--- src/rtl/dit_pkg.sv ---
package dit_pkg;

    typedef enum logic [1:0] {
        SEL_FAST_HI = 2'd0,
        SEL_FAST_LO = 2'd1,
        SEL_SLOW    = 2'd2,
        SEL_CTRL    = 2'd3
    } reg_sel_e;

    // stored control bits, packed so that bit 3..0 match the control byte
    typedef struct packed {
        logic ovf_en_slow;
        logic ovf_en_fast;
        logic run_slow;
        logic run_fast;
    } ctrl_t;

    typedef struct packed {
        logic [7:0] fast_hi;
        logic [1:0] fast_lo;
        logic [7:0] slow_rel;
        ctrl_t      ctrl;
        logic       flag_slow;
        logic       flag_fast;
    } regs_t;

    localparam int CLR_FAST_BIT = 4;
    localparam int CLR_SLOW_BIT = 5;

endpackage

--- src/rtl/dit_prescaler.sv ---
module dit_prescaler #(
    parameter int PRESCALE = 144,
    parameter int SLOW_DIV = 16
) (
    input  logic clk,
    input  logic rst_n,
    input  logic clk_en,
    output logic tick_fast,
    output logic tick_slow
);
    localparam int PW = (PRESCALE > 1) ? $clog2(PRESCALE) : 1;
    localparam int DW = (SLOW_DIV > 1) ? $clog2(SLOW_DIV) : 1;
    localparam logic [PW-1:0] PRE_LAST = PW'(PRESCALE - 1);
    localparam logic [DW-1:0] DIV_LAST = DW'(SLOW_DIV - 1);

    typedef struct packed {
        logic [PW-1:0] pre;
        logic [DW-1:0] div;
    } pst_t;

    pst_t st_d, st_q;

    always_comb begin
        st_d = st_q;
        if (clk_en) begin
            if (st_q.pre == PRE_LAST) begin
                st_d.pre = '0;
                st_d.div = (st_q.div == DIV_LAST) ? '0 : st_q.div + 1'b1;
            end else begin
                st_d.pre = st_q.pre + 1'b1;
            end
        end
    end

    always_ff @(posedge clk) begin
        if (!rst_n) st_q <= '0;
        else        st_q <= st_d;
    end

    assign tick_fast = clk_en && (st_q.pre == '0);
    assign tick_slow = tick_fast && (st_q.div == '0);


    no_tick_when_idle_chk: assert property (@(posedge clk) disable iff (!rst_n)
        !clk_en |=> $stable(st_q));

    generate
        if (PRESCALE > 1) begin : g_gap

            tick_spacing_chk: assert property (@(posedge clk) disable iff (!rst_n)
                tick_fast |=> !tick_fast);
        end
    endgenerate

endmodule

--- src/rtl/dit_counter.sv ---
module dit_counter #(
    parameter int W = 10
) (
    input  logic         clk,
    input  logic         rst_n,
    input  logic         tick,
    input  logic         run,
    input  logic [W-1:0] reload,
    output logic         ovf
);
    typedef struct packed {
        logic [W-1:0] cnt;
    } cst_t;

    cst_t st_d, st_q;
    logic step;

    always_comb begin
        step = tick && run;
        ovf  = step && (st_q.cnt == '0);
        st_d = st_q;
        if (step) begin
            if (st_q.cnt == '0) st_d.cnt = reload;
            else                st_d.cnt = st_q.cnt - 1'b1;
        end
    end

    always_ff @(posedge clk) begin
        if (!rst_n) st_q <= '0;
        else        st_q <= st_d;
    end


    reload_on_ovf_chk: assert property (@(posedge clk) disable iff (!rst_n)
        ovf |=> (st_q.cnt == $past(reload)));


    step_down_chk: assert property (@(posedge clk) disable iff (!rst_n)
        (tick && run && st_q.cnt != '0) |=> (st_q.cnt == $past(st_q.cnt) - 1'b1));


    hold_chk: assert property (@(posedge clk) disable iff (!rst_n)
        !(tick && run) |=> $stable(st_q.cnt));

endmodule

--- src/rtl/dit_busy.sv ---
module dit_busy #(
    parameter int BUSY_LEN = 17
) (
    input  logic clk,
    input  logic rst_n,
    input  logic clk_en,
    input  logic wr,
    output logic busy
);
    localparam int BW = $clog2(BUSY_LEN + 1);
    localparam logic [BW-1:0] LOAD = BW'(BUSY_LEN);

    typedef struct packed {
        logic [BW-1:0] cnt;
    } bst_t;

    bst_t st_d, st_q;

    always_comb begin
        st_d = st_q;
        if (wr)                               st_d.cnt = LOAD;
        else if (clk_en && st_q.cnt != '0)    st_d.cnt = st_q.cnt - 1'b1;
    end

    always_ff @(posedge clk) begin
        if (!rst_n) st_q <= '0;
        else        st_q <= st_d;
    end

    assign busy = (st_q.cnt != '0);


    write_raises_busy_chk: assert property (@(posedge clk) disable iff (!rst_n)
        wr |=> busy);


    busy_needs_write_chk: assert property (@(posedge clk) disable iff (!rst_n)
        $rose(busy) |-> $past(wr));


    busy_frozen_chk: assert property (@(posedge clk) disable iff (!rst_n)
        (!wr && !clk_en) |=> $stable(st_q.cnt));

endmodule

--- src/rtl/dual_interval_timer.sv ---
module dual_interval_timer
    import dit_pkg::*;
#(
    parameter int PRESCALE = 144,
    parameter int SLOW_DIV = 16,
    parameter int BUSY_LEN = 17
) (
    input  logic       clk,
    input  logic       rst_n,
    input  logic       clk_en,
    input  logic       wr_en,
    input  logic [1:0] wr_sel,
    input  logic [7:0] wr_data,
    output logic [7:0] status
);
    localparam int FAST_W = 10;
    localparam int SLOW_W = 8;

    regs_t regs_d, regs_q;
    logic  tick_fast, tick_slow;
    logic  ovf_fast, ovf_slow;
    logic  clr_fast, clr_slow;
    logic  busy;
    logic [FAST_W-1:0] fast_reload;

    dit_prescaler #(.PRESCALE(PRESCALE), .SLOW_DIV(SLOW_DIV)) u_pre (
        .clk       (clk),
        .rst_n     (rst_n),
        .clk_en    (clk_en),
        .tick_fast (tick_fast),
        .tick_slow (tick_slow)
    );

    assign fast_reload = {regs_q.fast_hi, regs_q.fast_lo};

    dit_counter #(.W(FAST_W)) u_fast (
        .clk    (clk),
        .rst_n  (rst_n),
        .tick   (tick_fast),
        .run    (regs_q.ctrl.run_fast),
        .reload (fast_reload),
        .ovf    (ovf_fast)
    );

    dit_counter #(.W(SLOW_W)) u_slow (
        .clk    (clk),
        .rst_n  (rst_n),
        .tick   (tick_slow),
        .run    (regs_q.ctrl.run_slow),
        .reload (regs_q.slow_rel),
        .ovf    (ovf_slow)
    );

    dit_busy #(.BUSY_LEN(BUSY_LEN)) u_busy (
        .clk    (clk),
        .rst_n  (rst_n),
        .clk_en (clk_en),
        .wr     (wr_en),
        .busy   (busy)
    );

    always_comb begin
        regs_d   = regs_q;
        clr_fast = 1'b0;
        clr_slow = 1'b0;
        if (wr_en) begin
            case (reg_sel_e'(wr_sel))
                SEL_FAST_HI: regs_d.fast_hi  = wr_data;
                SEL_FAST_LO: regs_d.fast_lo  = wr_data[1:0];
                SEL_SLOW:    regs_d.slow_rel = wr_data;
                default: begin
                    regs_d.ctrl = ctrl_t'(wr_data[3:0]);
                    clr_fast    = wr_data[CLR_FAST_BIT];
                    clr_slow    = wr_data[CLR_SLOW_BIT];
                end
            endcase
        end
        regs_d.flag_fast = (regs_q.flag_fast && !clr_fast)
                         || (ovf_fast && regs_q.ctrl.ovf_en_fast);
        regs_d.flag_slow = (regs_q.flag_slow && !clr_slow)
                         || (ovf_slow && regs_q.ctrl.ovf_en_slow);
    end

    always_ff @(posedge clk) begin
        if (!rst_n) regs_q <= '0;
        else        regs_q <= regs_d;
    end

    assign status = {busy, 5'b0, regs_q.flag_slow, regs_q.flag_fast};


    fast_flag_cause_chk: assert property (@(posedge clk) disable iff (!rst_n)
        $rose(status[0]) |-> $past(ovf_fast && regs_q.ctrl.ovf_en_fast));


    slow_flag_cause_chk: assert property (@(posedge clk) disable iff (!rst_n)
        $rose(status[1]) |-> $past(ovf_slow && regs_q.ctrl.ovf_en_slow));


    fast_flag_sticky_chk: assert property (@(posedge clk) disable iff (!rst_n)
        (status[0] && !clr_fast) |=> status[0]);


    slow_flag_sticky_chk: assert property (@(posedge clk) disable iff (!rst_n)
        (status[1] && !clr_slow) |=> status[1]);

endmodule

--- config.mk ---
export PLATFORM = sky130hd
export DESIGN_NAME = dual_interval_timer
export DESIGN_NICKNAME = d
export VERILOG_FILES = /design/src/rtl/dit_pkg.sv /design/src/rtl/dit_prescaler.sv /design/src/rtl/dit_counter.sv /design/src/rtl/dit_busy.sv /design/src/rtl/dual_interval_timer.sv
export SDC_FILE = /design/constraint.sdc
export NUM_CORES = 1
export LEC_CHECK = 0
export BUFFER_PORTS_ARGS = -buffer_cell sky130_fd_sc_hd__buf_2
export CELL_PAD_IN_SITES_DETAIL_PLACEMENT = 1
export CELL_PAD_IN_SITES_GLOBAL_PLACEMENT = 1
export CORE_ASPECT_RATIO = 1.1
export CORE_MARGIN = 2
export CORE_UTILIZATION = 25
export CTS_BUF_LIST = sky130_fd_sc_hd__clkbuf_16
export DETAILED_ROUTE_END_ITERATION = 16
export PLACE_DENSITY = 0.53
export REMOVE_ABC_BUFFERS = 1
export SETUP_SLACK_MARGIN = 0.02
export SLEW_MARGIN = 20
export SYNTH_ARGS = -nofsm -noshare
export SYNTH_HDL_FRONTEND = slang
export SYNTH_HIERARCHICAL = 1
export SYNTH_SLANG_ARGS = --single-unit
--- constraint.sdc ---
create_clock -name clk -period 2.2 [get_ports clk]
set_clock_uncertainty 0.15 [all_clocks]
set_input_delay 0.11 -clock clk [delete_from_list [all_inputs] [get_ports clk]]
set_output_delay 0.11 -clock clk [all_outputs]
set_load 0.01 [all_outputs]
## Yosys cells after proc, flatten, opt, wreduce, memory -nomap -nowiden

Index checks and enable logic that the tools add are counted.

| operators by class | value |
|---|---|
| add/subtract/negate cells | 5 |
| equality and inequality tests | 4 |
| muxes and demuxes | 10 |
| bitwise gates (word level) | 2 |
| reduce and logical (&&, ||, !) cells | 29 |

Operators by type and width:

| kind | count |
|---|---|
| logical NOT 8 bit | 2 |
| two-way mux 8 bit | 2 |
| logical AND 1 bit | 11 |
| logical NOT 10 bit | 1 |
| two-way mux 10 bit | 1 |
| two-way mux 5 bit | 2 |
| AND reduction 2 bit | 5 |
| subtractor 10 x 1 -> 10 bit, second input constant | 1 |
| adder 8 x 1 -> 8 bit, second input constant | 1 |
| == test 8 bit, second input constant | 1 |
| subtractor 8 x 1 -> 8 bit, second input constant | 1 |
| nonzero test 5 bit | 1 |
| subtractor 5 x 1 -> 5 bit, second input constant | 1 |
| adder 4 x 1 -> 4 bit, second input constant | 1 |
| == test 4 bit, second input constant | 1 |
| logical NOT 4 bit | 1 |
| two-way mux 1 bit | 4 |
| two-way mux 4 bit | 1 |
| OR reduction 3 bit | 1 |
| == test 2 x 1 -> 1 bit, second input constant | 1 |
| == test 2 bit, second input constant | 1 |
| logical NOT 1 bit | 2 |
| logical NOT 2 bit | 1 |
| logical OR 1 bit | 2 |
| 3 further kinds | 4 |

| word-level totals | value |
|---|---|
| register bits | 59 |
| output and inout port bits | 8 |

## Logic depth before layout (Yosys ltp)

| logic depth | value |
|---|---|
| depth in word-level cells | 7 |
| depth in mapped cells | 10 |
| depth with buffers taken out | 9 |

## By module

The synthesis kept the hierarchy.

Modules (own cells, without submodules):

| module | times used | cells an instance | area each (µm²) | sequential area each (µm²) |
|---|---|---|---|---|
| dual_interval_timer | 1 | 103 | 983.4 | 480.5 |
| dit_prescaler | 1 | 76 | 628.1 | 240.2 |
| dit_counter (u_fast) | 1 | 79 | 614.3 | 200.2 |
| dit_counter (u_slow) | 1 | 62 | 535.5 | 160.2 |
| dit_busy | 1 | 28 | 262.8 | 100.1 |

## Worst setup path after synthesis

OpenSTA, ideal clock, no wires.

| timing | value |
|---|---|
| path type | register -> register |
| start point | reg u_pre/st_q[4] (netlist name) |
| end point | reg regs_q[1] (netlist: status[1]) |
| arrival time | 1.875 ns |
| data required time | 1.959 ns |
| setup slack | 0.084 ns |
| stages on the path, launching flop included | 11 |
| path through | dfxtp_1 -> inv_1 -> ha_1 -> nor4b_1 -> and3_1 -> and3_1 -> and2_1 -> clkbuf_1 -> and2_2 -> nand2_1 -> a311oi_1 |

| between the ends | value |
|---|---|
| cells in the longest elaborated chain, start to end | 7 |

Ends and longest elaborated chain:

| what | RTL line | text |
|---|---|---|
| start: declaration | dit_prescaler.sv:21 | `pst_t st_d, st_q;` |
| start signal: assignment | dit_prescaler.sv:37 | `else st_q <= st_d;` |
| logical NOT 8 bit | dit_prescaler.sv:40 | `assign tick_fast = clk_en && (st_q.pre == '0);` |
| logical AND 1 bit | dit_prescaler.sv:40 |  |
| net tick_fast | dual_interval_timer.sv:20 | `logic tick_fast, tick_slow;` |
| logical AND 1 bit | dit_prescaler.sv:41 | `assign tick_slow = tick_fast && (st_q.div == '0);` |
| net tick_slow | dual_interval_timer.sv:20 |  |
| logical AND 1 bit | dit_counter.sv:19 | `step = tick && run;` |
| logical AND 1 bit | dit_counter.sv:20 | `ovf = step && (st_q.cnt == '0);` |
| net ovf_slow | dual_interval_timer.sv:21 | `logic ovf_fast, ovf_slow;` |
| logical AND 1 bit | dual_interval_timer.sv:81 | `\|\| (ovf_slow && regs_q.ctrl.ovf_en_slow);` |
| logical OR 1 bit | dual_interval_timer.sv:81 |  |
| end signal: assignment | dual_interval_timer.sv:86 | `else regs_q <= regs_d;` |
| end: declaration | dual_interval_timer.sv:19 | `regs_t regs_d, regs_q;` |

The timed path passes the listed nets, and every way through them passes these cells.
A chain may end at the register's enable or synchronous reset.

## Worst setup path in the final report

| timing | value |
|---|---|
| start point | reg u_pre/st_q[4] (netlist name) |
| end point | reg u_slow/st_q[4] (netlist name) |

| between the ends | value |
|---|---|
| cells in the longest elaborated chain, start to end | 4 |

Ends and longest elaborated chain:

| what | RTL line | text |
|---|---|---|
| logical NOT 8 bit | dit_prescaler.sv:40 |  |
| logical AND 1 bit | dit_prescaler.sv:40 |  |
| net tick_fast | dual_interval_timer.sv:20 |  |
| logical AND 1 bit | dit_prescaler.sv:41 |  |
| net tick_slow | dual_interval_timer.sv:20 |  |
| logical AND 1 bit | dit_counter.sv:19 |  |
| end signal: assignment | dit_counter.sv:30 | `else st_q <= st_d;` |
| end: declaration | dit_counter.sv:15 | `cst_t st_d, st_q;` |

The timed path passes the listed nets, and every way through them passes these cells.

==> results_dict.tcl <==
set metrics [dict create \
    cts_max_level 3 \
    crit_chain "inv_1 -> ha_4 -> nor4b_4 -> and3_4 -> and3_4 -> buf_6 -> nand4b_1 -> nor2_1 -> mux2i_1 -> a21oi_1" \
    synth_seq_area_share_pct 39.1 \
    die_h_um 119 \
    firstDrtPassIters 4 \
    avgSynthCellArea_um2 8.69 \
    grt_use_met2_pct 24.4 \
    path_class "flip-flop to flip-flop" \
    overflow 0 \
    drc 0 \
    utilization_pct 32.8 \
    ios 22 \
    worst_pin_slew_ns 0.637 \
    cts_buffers 9 \
    regArea_um2 1180 \
    synth-edff-count 0 \
    num_rows 42 \
    multiInputGateArea_um2 1760 \
    post_drt_via_cell_ratio 4.85 \
    portBuffers 16 \
    ctsLongestPathBuffers 2 \
    cap_violations 0 \
    die_x_um 109 \
    start_kind "flip-flop" \
    powerDensity_nw_per_um2 739 \
    synth-async-reset-ratio_pct 0 \
    fin_crit_ns 2.07 \
    dieArea_um2 13000 \
    met1_usage_pct 16.5 \
    timing_hold_violations_final 0 \
    cpLargestDelayFamily "simple AND/OR/NAND/NOR gates" \
    setup_viol_count_final 0 \
    grtUsageTotal_pct 14.1 \
    grt_pass1_wl_um 14000 \
    gr-usage-met3_pct 3.50 \
    cp_data_arrival_time_ns 2.15 \
    grt_max_degree 21 \
    num-fill-cells 1370 \
    synth_area_um2 3020 \
    antenna_found_initial 0 \
    syn_inst 348 \
    insertion_delay_ns 0.34 \
    hp-class "input pin to flip-flop" \
    holdCritStartpoint "wr_sel[0]" \
    cts_tree "built" \
    routed_wl_um 8460 \
    relSlewSlack_pct 57.4 \
    required_ns 2.27 \
    fin_nets 418 \
    critPathMaxStageDelay_ns 0.31 \
    synth_cell_type_count 62 \
    fin_crit_sh_pct 94.3 \
    insertedDiodeCount 0 \
    drt_first_iter_violations 62 \
    grt_pass1_vias 2769 \
    path_clk_slew_ns 0.06 \
    cp_max_fo 3 \
    core_area_um2 11900 \
    crit_path_end_kind "flip-flop" \
    hpwlAfterDp_um 6150 \
    startpoint "u_pre/st_q[4]" \
    reg2reg_from "u_pre/st_q[4]" \
    vdd_drop_max_uv 370 \
    ys_ff_latch 59 \
    clock-sinks 59 \
    power.leakage_nw 1.62 \
    area_growth_pct 29.3 \
    outcome "complete, no violations" \
    synth_flop_cell "dfxtp_1" \
    routedWlPerCell_um 15.2 \
    start_util_pct 25.4 \
    slew_viol_final 0 \
    clockRootBuffer "clkbuf_16" \
    grt_busiest_layer "met2" \
    place_congestion 0.744 \
    crit_buf_inv 2 \
    ant_nets 0 \
    rsz0062_at_grt "yes" \
    cp_common_cell "and3_4" \
    drive_gt1_share_pct 22.9 \
    setup_tns_ns 0 \
    max_freq_ghz 0.482 \
    cp_slowest_cell "dfxtp_1" \
    synth_warnings 6 \
    vias 2693 \
]
-- synth_stat cells, drive strengths merged (2+ instances only) --
cell type | n | area (um2)
and2 | 3 | 21.3
nand3b | 2 | 15.0
xor2 | 2 | 17.5
clkbuf | 6 | 22.5
nor2 | 15 | 56.3
nand2 | 54 | 203
o21ai | 15 | 75.1
or3b | 2 | 17.5
or4b | 2 | 23.8
or3 | 8 | 52.6
mux2 | 2 | 22.5
nand4 | 5 | 31.3
nor4b | 6 | 82.6
mux2i | 28 | 280
dfxtp | 59 | 1180
ha | 8 | 100
a21oi | 22 | 110
or4 | 3 | 22.5
o31a | 2 | 18.8
and3 | 8 | 52.6
inv | 17 | 63.8
buf | 14 | 101
a31oi | 3 | 18.8
nor4 | 4 | 25.0
nand4b | 2 | 17.5
a311oi | 4 | 35.0
o31ai | 2 | 15.0
a21boi | 2 | 15.0
nor3 | 14 | 81.3
nand3 | 13 | 70.1
-- final timing paths --
check / endpoint / slack [ns] / depth (start not counted)
worst max-delay path: u_slow/st_q[4] / 0.13 / 10
worst min-delay path: regs_q[2] / 0.01 / 3
worst max register to register: u_slow/st_q[4] / 0.13 / 10
worst min register to register: regs_q[13] / 0.31 / 2
-- final cells by class --
| type | count | share of cell area (%) |
|---|---|---|
| Multi-Input combinational cell | 255 | 45.1 |
| Sequential cell | 59 | 30.2 |
| Timing Repair Buffer | 53 | 9.83 |
| Clock buffer | 9 | 5.76 |
| Tap cell | 154 | 4.93 |
| Clock inverter | 7 | 2.37 |
| Inverter | 18 | 1.73 |
-- sequential cells by signal (all words and copies together), names as in the netlist --
name	flops
u_fast/st_q	10
u_slow/st_q	8
u_pre/st_q	12
u_busy/st_q	5
regs_q	12
fast_reload	10
status	2
-- where the power goes --
part,total [W],switching (W),internal (W)
Sequential,0.00112,0.0000208,0.00110
Combinational,0.000244,0.000127,0.000117
Clock,0.00153,0.000541,0.000986
Total,0.00289,0.000689,0.00220
-- metal layers --
layer,share of wire [%],vias to the layer above
li1,-,1338
met5,0,-
met4,1.6,0
met3,2.1,7
met2,51,18
met1,45,1330
-- placed cells by master (no fill, tap or decap), types with 2 or more instances in the layout --
cell,instances
nor2_1,15
and3_4,2
or3_2,2
and3_1,4
clkbuf_16,9
conb_1,5
o31ai_1,2
nand4b_1,2
o21ai_0,15
a21oi_1,20
a21boi_0,2
nand3_1,12
or3b_1,2
dfxtp_1,58
ha_1,7
nor4b_1,2
inv_1,16
buf_2,16
buf_4,27
nor3_1,11
dlygate4sd3_1,9
or4_4,2
nor4b_4,3
mux2_2,2
nor4_1,3
nand2_1,53
bufinv_16,2
or3_1,6
and3_2,2
a31oi_1,3
xor2_1,2
clkinv_2,2
a311oi_1,4
nand3b_1,2
nand4_1,5
mux2i_1,28
a21oi_2,2
nor3_4,2
clkinvlp_4,3
-- tightest hold or removal path: stages --
cell	delay, ns
buf_2	0.13
nand3_1	0.13
mux2i_1	0.08
-- what timing repair did --
item | in CTS | in global routing
pin swaps | 1 | 9
buffers inserted | 1 | 0
hold buffers | 9 | 0
hold endpoints to repair | 20 | 0
resized for setup | 6 | 16
endpoints found under the setup margin | 7 | 16
-- per-stage QoR --
| step | area, um2 | instances | total power (W) | setup WS, ns | hold slack (ns) |
|---|---|---|---|---|---|
| 2_1_floorplan | 2920 | 332 | 0.00125 | 0.112 | 0.0657 |
| 3_3_place_gp | 3390 | 529 | 0.00135 | 0.0682 | 0.195 |
| 3_5_place_dp | 3390 | 529 | 0.00135 | -0.102 | 0.208 |
| 4_1_cts | 3840 | 555 | 0.00290 | 0.0280 | 0.0128 |
| 5_1_grt | 3910 | 555 | 0.00300 | 0.0339 | 0.0293 |
| 6_report | 3910 | 555 | 0.00289 | 0.126 | 0.0134 |
-- cells by family (layout without fill, tap and decap cells) --
family                     Yosys count  in the layout  share of synthesized area, %
and+or+nand+nor                    147            147                          27.3
DFF                                 59             59                          39.1
muxes                               30             30                          10.0
xor gates and xnor gates             3              3                         0.869
AOI/OAI and AO/OA                   62             62                          13.0
buffers and inverters               38             87                          6.33
adders and majority gates            8              8                          3.31
other                                1              5                         0.124
No activity file was read; power rests on OpenSTA's default activity.
